`src/rtl/fp_mode_ctl.sv`:
```
module fp_mode_ctl #(
  parameter int CLS_W = 2,
  parameter logic [(4<<CLS_W)-1:0] SUPPORT_MAP = 16'h0130
) (
  input  logic             clk,
  input  logic             rst_n,
  input  logic             csr_we,
  input  logic [31:0]      csr_wdata,
  output logic [31:0]      csr_rdata,
  input  logic [4:0]       flags_in,
  input  logic             issue_vld,
  input  logic [2:0]       issue_rm,
  input  logic [CLS_W-1:0] issue_cls,
  output logic [2:0]       res_rm,
  output logic [1:0]       res_acc,
  output logic             res_illegal
);

  logic [4:0] flags_q;
  logic [2:0] rm_q;
  logic [1:0] acc_q;

  always_ff @(posedge clk or negedge rst_n) begin
    if (!rst_n) begin
      flags_q <= '0;
      rm_q    <= '0;
      acc_q   <= '0;
    end else if (csr_we) begin
      flags_q <= csr_wdata[4:0];
      rm_q    <= csr_wdata[7:5];
      acc_q   <= csr_wdata[9:8];
    end else begin
      flags_q <= flags_q | flags_in;
    end
  end

  assign csr_rdata = {22'd0, acc_q, rm_q, flags_q};

  logic dyn_sel, rm_bad, acc_ok;
  assign dyn_sel = (issue_rm == 3'b111);
  assign rm_bad  = (issue_rm == 3'b101) || (issue_rm == 3'b110) || (dyn_sel && rm_q > 3'd4);
  assign acc_ok  = (acc_q == 2'b00) || SUPPORT_MAP[{acc_q, issue_cls}];

  assign res_rm      = dyn_sel ? rm_q : issue_rm;
  assign res_acc     = acc_q;
  assign res_illegal = issue_vld && (rm_bad || !acc_ok);

  AST_RSVD_ZERO: assert property (@(posedge clk) disable iff (!rst_n)
    csr_rdata[31:10] == 22'd0);

  AST_WRITE_NEXT: assert property (@(posedge clk) disable iff (!rst_n)
    csr_we |=> csr_rdata[9:0] == $past(csr_wdata[9:0]));

  AST_FLAG_STICKY: assert property (@(posedge clk) disable iff (!rst_n)
    !csr_we |=> (csr_rdata[4:0] & $past(csr_rdata[4:0])) == $past(csr_rdata[4:0]));

  AST_RSV_RM_TRAP: assert property (@(posedge clk) disable iff (!rst_n)
    (issue_vld && (issue_rm == 3'b101 || issue_rm == 3'b110)) |-> res_illegal);

  AST_MODE0_OK: assert property (@(posedge clk) disable iff (!rst_n)
    (issue_vld && res_acc == 2'b00 && issue_rm <= 3'd4) |-> !res_illegal);

  AST_IDLE_QUIET: assert property (@(posedge clk) disable iff (!rst_n)
    !issue_vld |-> !res_illegal);

endmodule

```
`config.mk`:
```
export PLATFORM = sky130hd
export DESIGN_NAME = fp_mode_ctl
export DESIGN_NICKNAME = d
export VERILOG_FILES = /design/src/rtl/fp_mode_ctl.sv
export SDC_FILE = /design/constraint.sdc
export NUM_CORES = 1
export LEC_CHECK = 0
export ABC_AREA = 1
export BUFFER_PORTS_ARGS = -buffer_cell sky130_fd_sc_hd__buf_2
export CAP_MARGIN = 10
export CORE_ASPECT_RATIO = 1.4
export CORE_MARGIN = 2
export CORE_UTILIZATION = 35
export CTS_BUF_LIST = sky130_fd_sc_hd__clkbuf_4
export CTS_CLUSTER_DIAMETER = 30
export CTS_CLUSTER_SIZE = 40
export DETAILED_ROUTE_END_ITERATION = 16
export MAX_ROUTING_LAYER = met4
export PLACE_DENSITY = 0.91
export SLEW_MARGIN = 10
export SYNTH_ARGS = -nofsm -noshare
export SYNTH_HDL_FRONTEND = slang
export SYNTH_SLANG_ARGS = --single-unit
```
`constraint.sdc`:
```
create_clock -name clk -period 1.3 [get_ports clk]
set_input_delay 0.195 -clock clk [delete_from_list [all_inputs] [get_ports clk]]
set_output_delay 0.195 -clock clk [all_outputs]
set_load 0.05 [all_outputs]
```
**Word level (Yosys, flattened, before mapping)**

Memory sizes are Yosys's and may differ from the RTL's.
Cells that the tools add are included.

- $add $sub $neg: 0
- Multiply operators: 0
- Div/mod/pow operators: 0
- $lt $le $gt $ge: 2
- Eq/ne operators: 3
- Shifts and indexed selects: 0
- Mux-type cells: 3
- Bitwise gates (word level): 1
- Reductions and logical operators: 8

Operators by type and width:

| cell | count |
|---|---|
| == test 3 bit (second input constant) | 3 |
| < comparator 4 x 5 -> 1 bit (second input constant) | 1 |
| two-way mux 5 bit | 1 |
| bitwise OR 5 bit | 1 |
| logical OR 1 bit | 4 |
| greater-than comparator 3 bit (second input constant) | 1 |
| two-way mux 3 bit | 1 |
| logical AND 1 bit | 2 |
| logical NOT 2 bit | 1 |
| logical NOT 1 bit | 1 |
| two-way mux 1 bit | 1 |

- Register bits after elaboration: 10
- Bits in latches: 0
- RAM bits: 0
- Bits in read-only memories: 16
- Input bits: 46
- Logic and storage cells: 21
- Memories: 1

Memory list:

| memory | depth | width | rd ports | clocked after memory_dff | write ports | line | RTL |
|---|---|---|---|---|---|---|---|
| (no name shown) | 16 | 1 | 1 | 0 | 0 | 42 | `assign acc_ok = (acc_q == 2'b00) \|\| SUPPORT_MAP[{acc_q, issue_cls}];` |

**Longest topological paths before layout**

Gate-level depths: netlist of run 1.

- Depth after elaboration: 6
- Gate-level depth with buffers: 5
- Gate-level depth less buffers: 5

**Least setup slack after synthesis of run 1**

Ideal clock, no wire load.

- Path kind: reg2out
- From: reg rm_q[1]
- To: out res_rm[1]
- Arrival: 1525 ps
- Setup slack: -420 ps
- Cell stages (with the launch flop): 3
- Buffers on the path: 0
- Path through: dfrtp_1 inv_1 a31oi_1

- Longest elaborated chain between the ends: 1

Ends and longest elaborated chain:

| item | line | RTL |
|---|---|---|
| from (decl) | 20 | `logic [2:0] rm_q;` |
| from (signal assigned) | 30 | `rm_q <= csr_wdata[7:5];` |
| two-way mux 3 bit | 44 | `assign res_rm = dyn_sel ? rm_q : issue_rm;` |
| to (decl) | 14 | `output logic [2:0] res_rm,` |

Every way passes these cells.

**Final worst setup path of run 1**

- From: reg rm_q[0]
- To: out res_illegal

- Longest elaborated chain between the ends: 5

Ends and longest elaborated chain:

| item | line | RTL |
|---|---|---|
| greater-than comparator 3 bit | 41 | `assign rm_bad = (issue_rm == 3'b101) \|\| (issue_rm == 3'b110) \|\| (dyn_sel && rm_q > 3'd4);` |
| logical AND 1 bit | 41 |  |
| logical OR 1 bit | 41 |  |
| logical OR 1 bit | 46 | `assign res_illegal = issue_vld && (rm_bad \|\| !acc_ok);` |
| logical AND 1 bit | 46 |  |
| to (decl) | 16 | `output logic res_illegal` |

Every way passes these cells.

==> results by stage, run 1 <==
Flow run:
- The number of maximum-capacitance violations is 0.

Placement:
- The last weighted congestion value of the routability-driven placer is 0.6810.
- The HPWL after detailed placement is 1.171 mm.
- The number of cells in the design after placement is 141.
- The number of buffers added on ports is 39.
- After detailed placement, the total cell area comes to 809.5 um^2.

Yosys:
- Each instance of the synthesized netlist takes up on average 7.711 um^2.
- The synthesized design contains 10 register bits.
- Counting distinct cell types in the post-synthesis netlist gives 12.
- For this run, the number of Yosys warnings is 0.
- The cell type contributing the most total cell area after synthesis is dfrtp_1.
- The instance count of the mapped netlist is 86.
- After synthesis, the largest area contributor takes up 37.74% of total cell area.
- The sequential fraction of the synthesis area is 37.74%.
- In the post-synthesis netlist, the biggest area contributors are dfrtp_1 38%, buf_4 27%, nand2_1 12%.
- In this run the cell area of the synthesized design comes to 663.1 um^2.

Timing:
- Setup slack on the critical path of the routed design comes to -0.05258 ns.
- Setup repair after global routing could not meet its margin everywhere.
- The count of final max-slew check failures is 0.
- For the finished layout, the period the worst path requires is 1.353 ns.
- The total negative slack is -0.05258 ns.
- The top achievable clock speed is 739.3 MHz.
- Setup violations remaining at the end of the flow were counted as 1.
- In the finished design, the share of the clock period the worst path needs comes to 104.0%.
- On the final layout, the worst clock skew is 0 ns.
- The hold violation count in the final report came to 0.

Status:
- The run finished, with violations left.
- The final reports fail on negative setup slack.

Setup path:
- Traced cell by cell, the critical path runs through o21ai_1 > nand2_1 > nand2_2 > a21oi_4 > buf_6.
- The worst-path cell with the longest stage delay is dfrtp_2.
- The number of cells on the critical path is 5.
- The kind of cell adding the most delay to the critical path is flip-flops.
- Counting both buffers and inverters, the worst setup path holds a total of 1.
- The critical path start-end classification is flop to output pin.
- The largest single stage delay on the critical path is 0.41 ns.
- The maximum net fanout on the critical path is 3.
- At the worst endpoint, the arrival time is 1.16 ns.
- For the worst flop-to-flop path, the logic depth is 2.
- The kind of start point of the critical path is a flop.
- The type of destination of the critical path is an output pin.
- Data on the critical path is required at its endpoint by 1.11 ns.

Global route:
- Global routing finished with a remaining overflow of 0.
- The number of global-route vias before repair is 553.
- The wire length of the first global-routing pass is 1.987 mm.
- The number of antenna violations at the first check in global routing was 0.
- Entering global routing, the biggest net connects 17 pins.
- The overall global routing resource usage is 12.65%.

Clock network:
- The CTS buffer count is 3.
- The clock insertion delay at the later pin of the skew report is 0.25 ns.
- The CTS H-tree depth is 1.
- The buffer depth of the longest clock path is 2.
- The TritonCTS clock tree is built.
- The clock root buffer is clkbuf_4.
- After clock tree synthesis, the clock-pin slew on the worst setup and hold paths is 0.07 ns.
- The number of sinks handled by clock tree synthesis is 10.

Finish:
- The number of antenna diodes in the final layout is 0.
- The post-route non-filler standard cell count is 147.
- The fraction of final layout cells sized beyond drive strength 1 is 43.31%.
- The area added between synthesis and finish is 31.13%.
- The final cell area excluding filler cells is 869.6 um^2.
- The post-layout net count is 174.
- At the end of the flow the core is filled with cells to 48.87%.

Routing:
- The post-detailed-route DRC marker count is 0.
- The count of nets left with antenna violations once routing finished came out at 0.
- The final routed wire length divided by cell count is 9.245 um.
- In the routed layout, each cell is associated on average with a via count of 4.143.
- The total routed wirelength is 1.359 mm.
- The number of vias after detailed routing is 609.
- The number of detailed-route iterations in the first pass is 4.
- The detailed router's first-iteration violation count is 2.

Floorplanning:
- Measured along the y axis, the die boundary spans 55.50 um.
- In this run the horizontal extent of the chip is 40.79 um.
- The die covers 0.002264 mm^2.
- The number of core rows is 18.
- The starting utilization of the core area is 37.27%.
- The floorplan core area is 0.001779 mm^2.
- 84 I/O pins were placed.

Power and ir drop:
- The static power due to leakage is 0.0005076 uW.
- The worst ir drop on vdd is 580.8 uV.
- The power density over cell area is 1202 mW/mm^2.

Min path:
- The cell depth of the worst hold path is 3.
- The worst hold path belongs to the class input pin to flop.
## per-layer routing
layer	routed length, um	GRT usage (%)
met5	0	-
met4	0	4.286
met3	123	2.410
met2	734	21.88
met1	501	13.11
## worst register-to-register path: cells and delay by family, from the launching register on
family / cells / cell delay (ns)
AOI/OAI and AO/OA: 1 / 0.08
buffers and inverters: 1 / 0.11
DFF: 1 / 0.41
## placed cells by master (no fill, tap or decap)
master,instances
a21oi_2,2
a21oi_4,1
a31oi_2,1
a31oi_4,1
buf_2,35
buf_4,4
buf_6,1
clkbuf_4,3
clkinv_1,1
conb_1,22
dfrtp_1,5
dfrtp_2,5
dlygate4sd3_1,1
inv_1,10
inv_2,1
nand2_1,21
nand2_2,1
nor2_1,1
o21ai_0,10
o21ai_1,1
## logic make-up (layout without fill, tap and decap cells)
family                 after synthesis  count (layout)  share of synthesized area, %
buffers and inverters               36              56                         35.09
AND/OR/NAND/NOR                     23              23                         13.02
AO/OA/AOI/OAI                       16              16                         13.58
flip-flops                          10              10                         37.74
other                                1              22                        0.5655
## power breakdown
group	switching (uW)	total, uW	internal [uW]
Combinational	379	474	94.6
Clock	104	215	111
Sequential	16.3	357	341
Total	500	1050	546
## through the flow
| step | total power (uW) | hold slack (ns) | worst slack [ns] |
|---|---|---|---|
| after global placement | 812.0 | 0.05983 | 0.1389 |
| after floorplan | 782.6 | -0.1006 | 0.001425 |
| after CTS | 1055 | 0.1295 | -0.06131 |
| after detailed placement | 822.7 | 0.06842 | 0.09272 |
| final | 1046 | 0.1331 | -0.05258 |
| after global routing | 1104 | 0.1414 | -0.1212 |
## registers in the layout, summed over array words and instances, names as in the netlist
name and cells:
res_acc 2, flags_q 5, rm_q 3
## cells in the mapped netlist
master and count:
buf_6 1, inv_1 10, inv_2 1, a21oi_2 2
a31oi_1 2, nand2_1 22, dfrtp_1 10, buf_4 24
a21oi_1 1, nor2_1 1, o21ai_0 11, conb_1 1
## area by class of cell
class | instances | area (um^2)
tap | 20 | 25.02
sequential | 10 | 256.5
multi-input combinational | 61 | 294.0
inverter | 11 | 41.29
clock buffer | 3 | 22.52
clock inverter | 1 | 3.754
fill | 189 | 909.6
timing repair buffer | 41 | 226.5
## final timing paths
check                              from  slack [ns]           to
setup / recovery                rm_q[0]       -0.05  res_illegal
hold / removal             csr_wdata[4]        0.13   flags_q[4]
setup reg to reg                rm_q[0]        0.57      rm_q[0]
hold reg to reg              flags_q[0]        0.50   flags_q[0]
max in group asynchronous         rst_n        0.76   res_acc[0]
min in group asynchronous         rst_n        0.32   flags_q[4]
## repair_timing
| action | 4_1_cts | 5_1_grt |
|---|---|---|
| pin swaps | 0 | 2 |
| resized for setup | 5 | 4 |
| hold buffers | 1 | 0 |
| endpoints found under the setup margin | 1 | 4 |
| buffers inserted | 1 | 0 |
| hold endpoints to repair | 10 | 0 |
(Power assumes the default switching activity.)
==> run 2: changes to the inputs <==
--- a/config.mk
+++ b/config.mk
@@ -17,6 +17,7 @@
 export DETAILED_ROUTE_END_ITERATION = 16
 export MAX_ROUTING_LAYER = met4
 export PLACE_DENSITY = 0.91
+export SKIP_CTS_REPAIR_TIMING = 1
 export SLEW_MARGIN = 10
 export SYNTH_ARGS = -nofsm -noshare
 export SYNTH_HDL_FRONTEND = slang
==> results by stage, run 2 (same netlist as run 1, synthesis figures left out) <==
Status:
- The flow ran to the end, but the final reports show violations.
- The checks that failed: negative setup slack.

Floorplanning:
- The floorplan core area is 0.001779 mm^2 (unchanged).
- The die footprint is 0.002264 mm^2 (unchanged).
- The die boundary height is 55.50 um (unchanged).
- The x dimension of the die is 40.79 um (unchanged).
- The number of core rows came to 18 (unchanged).
- The starting utilization of the core area came to 37.27% (unchanged).
- The number of primary I/O pins is 84 (unchanged).

Finish:
- The area added between synthesis and finish is 30.94%.
- The sequential cell area is 256.5 um^2 (unchanged).
- The most common library cell in the layout ignoring fill and taps is buf_2.
- The count of filler cells inserted in the layout is 187 (-1.1%).
- The number of flip-flops in the largest register is 5 (unchanged).
- The multi-input logic area is 296.5 um^2 (+0.85%).
- The post-layout net count is 173 (-0.57%).
- The antenna diode count was 0 (unchanged).
- Counting flops per register, the top entry is flags_q.
- Leaving out fill and tap cells, the most frequent cells in the layout are 35 x buf_2, 22 x conb_1, 20 x nand2_1, 10 x inv_1, 10 x o21ai_0.
- The fraction of final layout cells sized beyond drive strength 1 was 43.65% (+0.34 points).

Setup path:
- The type of destination of the critical path is an output pin.
- The most critical setup path has its startpoint at rm_q[0].
- The worst setup path is launched from a flop.
- The maximum net fanout on the critical path is 3 (unchanged).
- The worst endpoint data arrival time is 1.16 ns (about the same).
- The startpoint identified for the worst register-to-register timing path is rm_q[0].
- The signal on the critical path passes through o21ai_1 > nand2_1 > nand2_2 > a21oi_4 > buf_8.
- The worst setup path is of the flop to output pin kind.
- The slowest stage of the critical path belongs to the cell dfrtp_2.
- The critical path data required time is 1.11 ns (about the same).
- The biggest cell delay along the critical path is 0.41 ns (about the same).

Min path:
- The worst hold path begins at csr_wdata[4].
- The type of the most critical hold path is input pin to flop.

Power and ir drop:
- The static power due to leakage came to 0.0005039 uW (-0.73%).
- The worst ir drop on vdd is 567.0 uV (-2.4%).
- The power density over cell area was 1205 mW/mm^2 (+0.20%).

Timing:
- The number of setup violations in the final report was 1 (unchanged).
- The share of the cycle needed by the critical path after routing is 104.1% (about the same).
- The final worst setup slack came to -0.05292 ns (-0.0003385 ns).
- The hold violation count in the final report is 0 (unchanged).
- The clock period minus final worst setup slack is 1.353 ns (+0.0003385 ns).
- Setup repair after global routing could not meet its margin everywhere.
- The count of final max-slew check failures is 0 (unchanged).
- The clock skew after layout was 0 ns (unchanged).
- The total negative slack is -0.05292 ns (-0.0003385 ns).
- The top achievable clock speed is 739.1 MHz (about the same).

Global route:
- The number of antenna violations at the first check in global routing is 0 (unchanged).
- The total grt overflow came to 0 (unchanged).
- The overall global routing resource usage came to 12.26% (-0.40 points).
- The largest net degree at the start of global routing is 17 (unchanged).
- The wire length of the first global-routing pass is 1.932 mm (-2.8%).
- The number of global-route vias before repair came to 541 (-2.2%).

Routing:
- The routed via count divided by cell count was 4.130 (-0.31%).
- The number of nets with antenna violations after detailed routing was 0 (unchanged).
- The final routed wire length divided by cell count is 9.260 um (+0.17%).
- The number of vias after detailed routing is 603 (-0.99%).
- The detailed router's first-iteration violation count is 3 (+1).
- The number of detailed-route iterations in the first pass came to 2 (-2).
- The total routed wirelength is 1.352 mm (-0.52%).
- The post-detailed-route DRC marker count is 0 (unchanged).

Clock network:
- The CTS buffer count is 3 (unchanged).
- The clock insertion delay at the later pin of the skew report came to 0.25 ns (about the same).
- The number of sinks handled by clock tree synthesis is 10 (unchanged).
- The CTS H-tree depth is 1 (unchanged).
- The buffer depth of the longest clock path is 2 (unchanged).
- The clock-pin slew on the worst setup and hold paths is 0.07 ns (about the same).
- The clock root buffer is clkbuf_4.
- The TritonCTS clock tree is built.

Placement:
- The HPWL after detailed placement is 1.171 mm (unchanged).
- The last weighted congestion value of the routability-driven placer came to 0.6810 (unchanged).
- The setup slack after placement is 0.09272 ns (unchanged).
- The number of buffers added on ports is 39 (unchanged).

Flow run:
- The number of maximum-capacitance violations came to 0 (unchanged).
==> run 2: cell count changes in the layout (fill, tap and decap cells not counted) <==
cell	delta
buf_4	-1
buf_6	-1
buf_8	+1
nand2_1	-1
nand2_2	+1
==> run 2: path summary, 6_finish.rpt <==
path                                to  slack, ns  depth (start not counted)
setup / recovery           res_illegal      -0.05                          5
hold / removal              flags_q[4]       0.13                          3
setup reg to reg               rm_q[0]       0.57                          2
hold reg to reg             flags_q[0]       0.50                          2
max in group asynchronous   res_acc[0]       0.76                          2
min in group asynchronous   flags_q[4]       0.32                          2
==> run 2: worst max-delay path: cells and delay by family (launching register included) <==
kind	cells	cell delay, ns
DFF	1	0.41
AOI/OAI and AO/OA	2	0.19
and+or+nand+nor	2	0.15
buffers and inverters	1	0.14
==> run 2: area by class of cell <==
cell class	instances	share of cell area, %
Multi-Input combinational cell	61	34.15
Sequential cell	10	29.54
Timing Repair Buffer	40	25.65
Inverter	11	4.755
Tap cell	20	2.882
Clock buffer	3	2.594
Clock inverter	1	0.4323
==> run 2: through the flow <==
| stage | cell area [um^2] | std cells | hold WS (ns) | utilization, % | power [uW] |
|---|---|---|---|---|---|
| finish | 868.3 | 146 | 0.1331 | 48.80 | 1046 |
| global route | 868.3 | 146 | 0.1414 | 48.80 | 1105 |
| CTS | 835.8 | 145 | -0.2183 | 46.98 | 1041 |
| detailed placement | 809.5 | 141 | 0.06842 | 45.50 | 822.7 |
| global placement | 809.5 | 141 | 0.05983 | 45.50 | 812.0 |
| floorplan | 780.7 | 107 | -0.1006 | - | 782.6 |
==> run 2: where the power goes <==
group          internal, uW  switching (uW)  total [uW]
logic                  94.5             379         474
clock network           110             104         215
registers               341            16.9         358
==> run 2: metal layers <==
| layer | GRT usage, % | vias to the layer above | share of wire (%) |
|---|---|---|---|
| met5 | - | - | 0 |
| met3 | 2.410 | 0 | 9.0 |
| met2 | 20.98 | 43 | 53 |
| met4 | 4.286 | 0 | 0 |
| met1 | 12.82 | 262 | 38 |
| li1 | - | 298 | - |
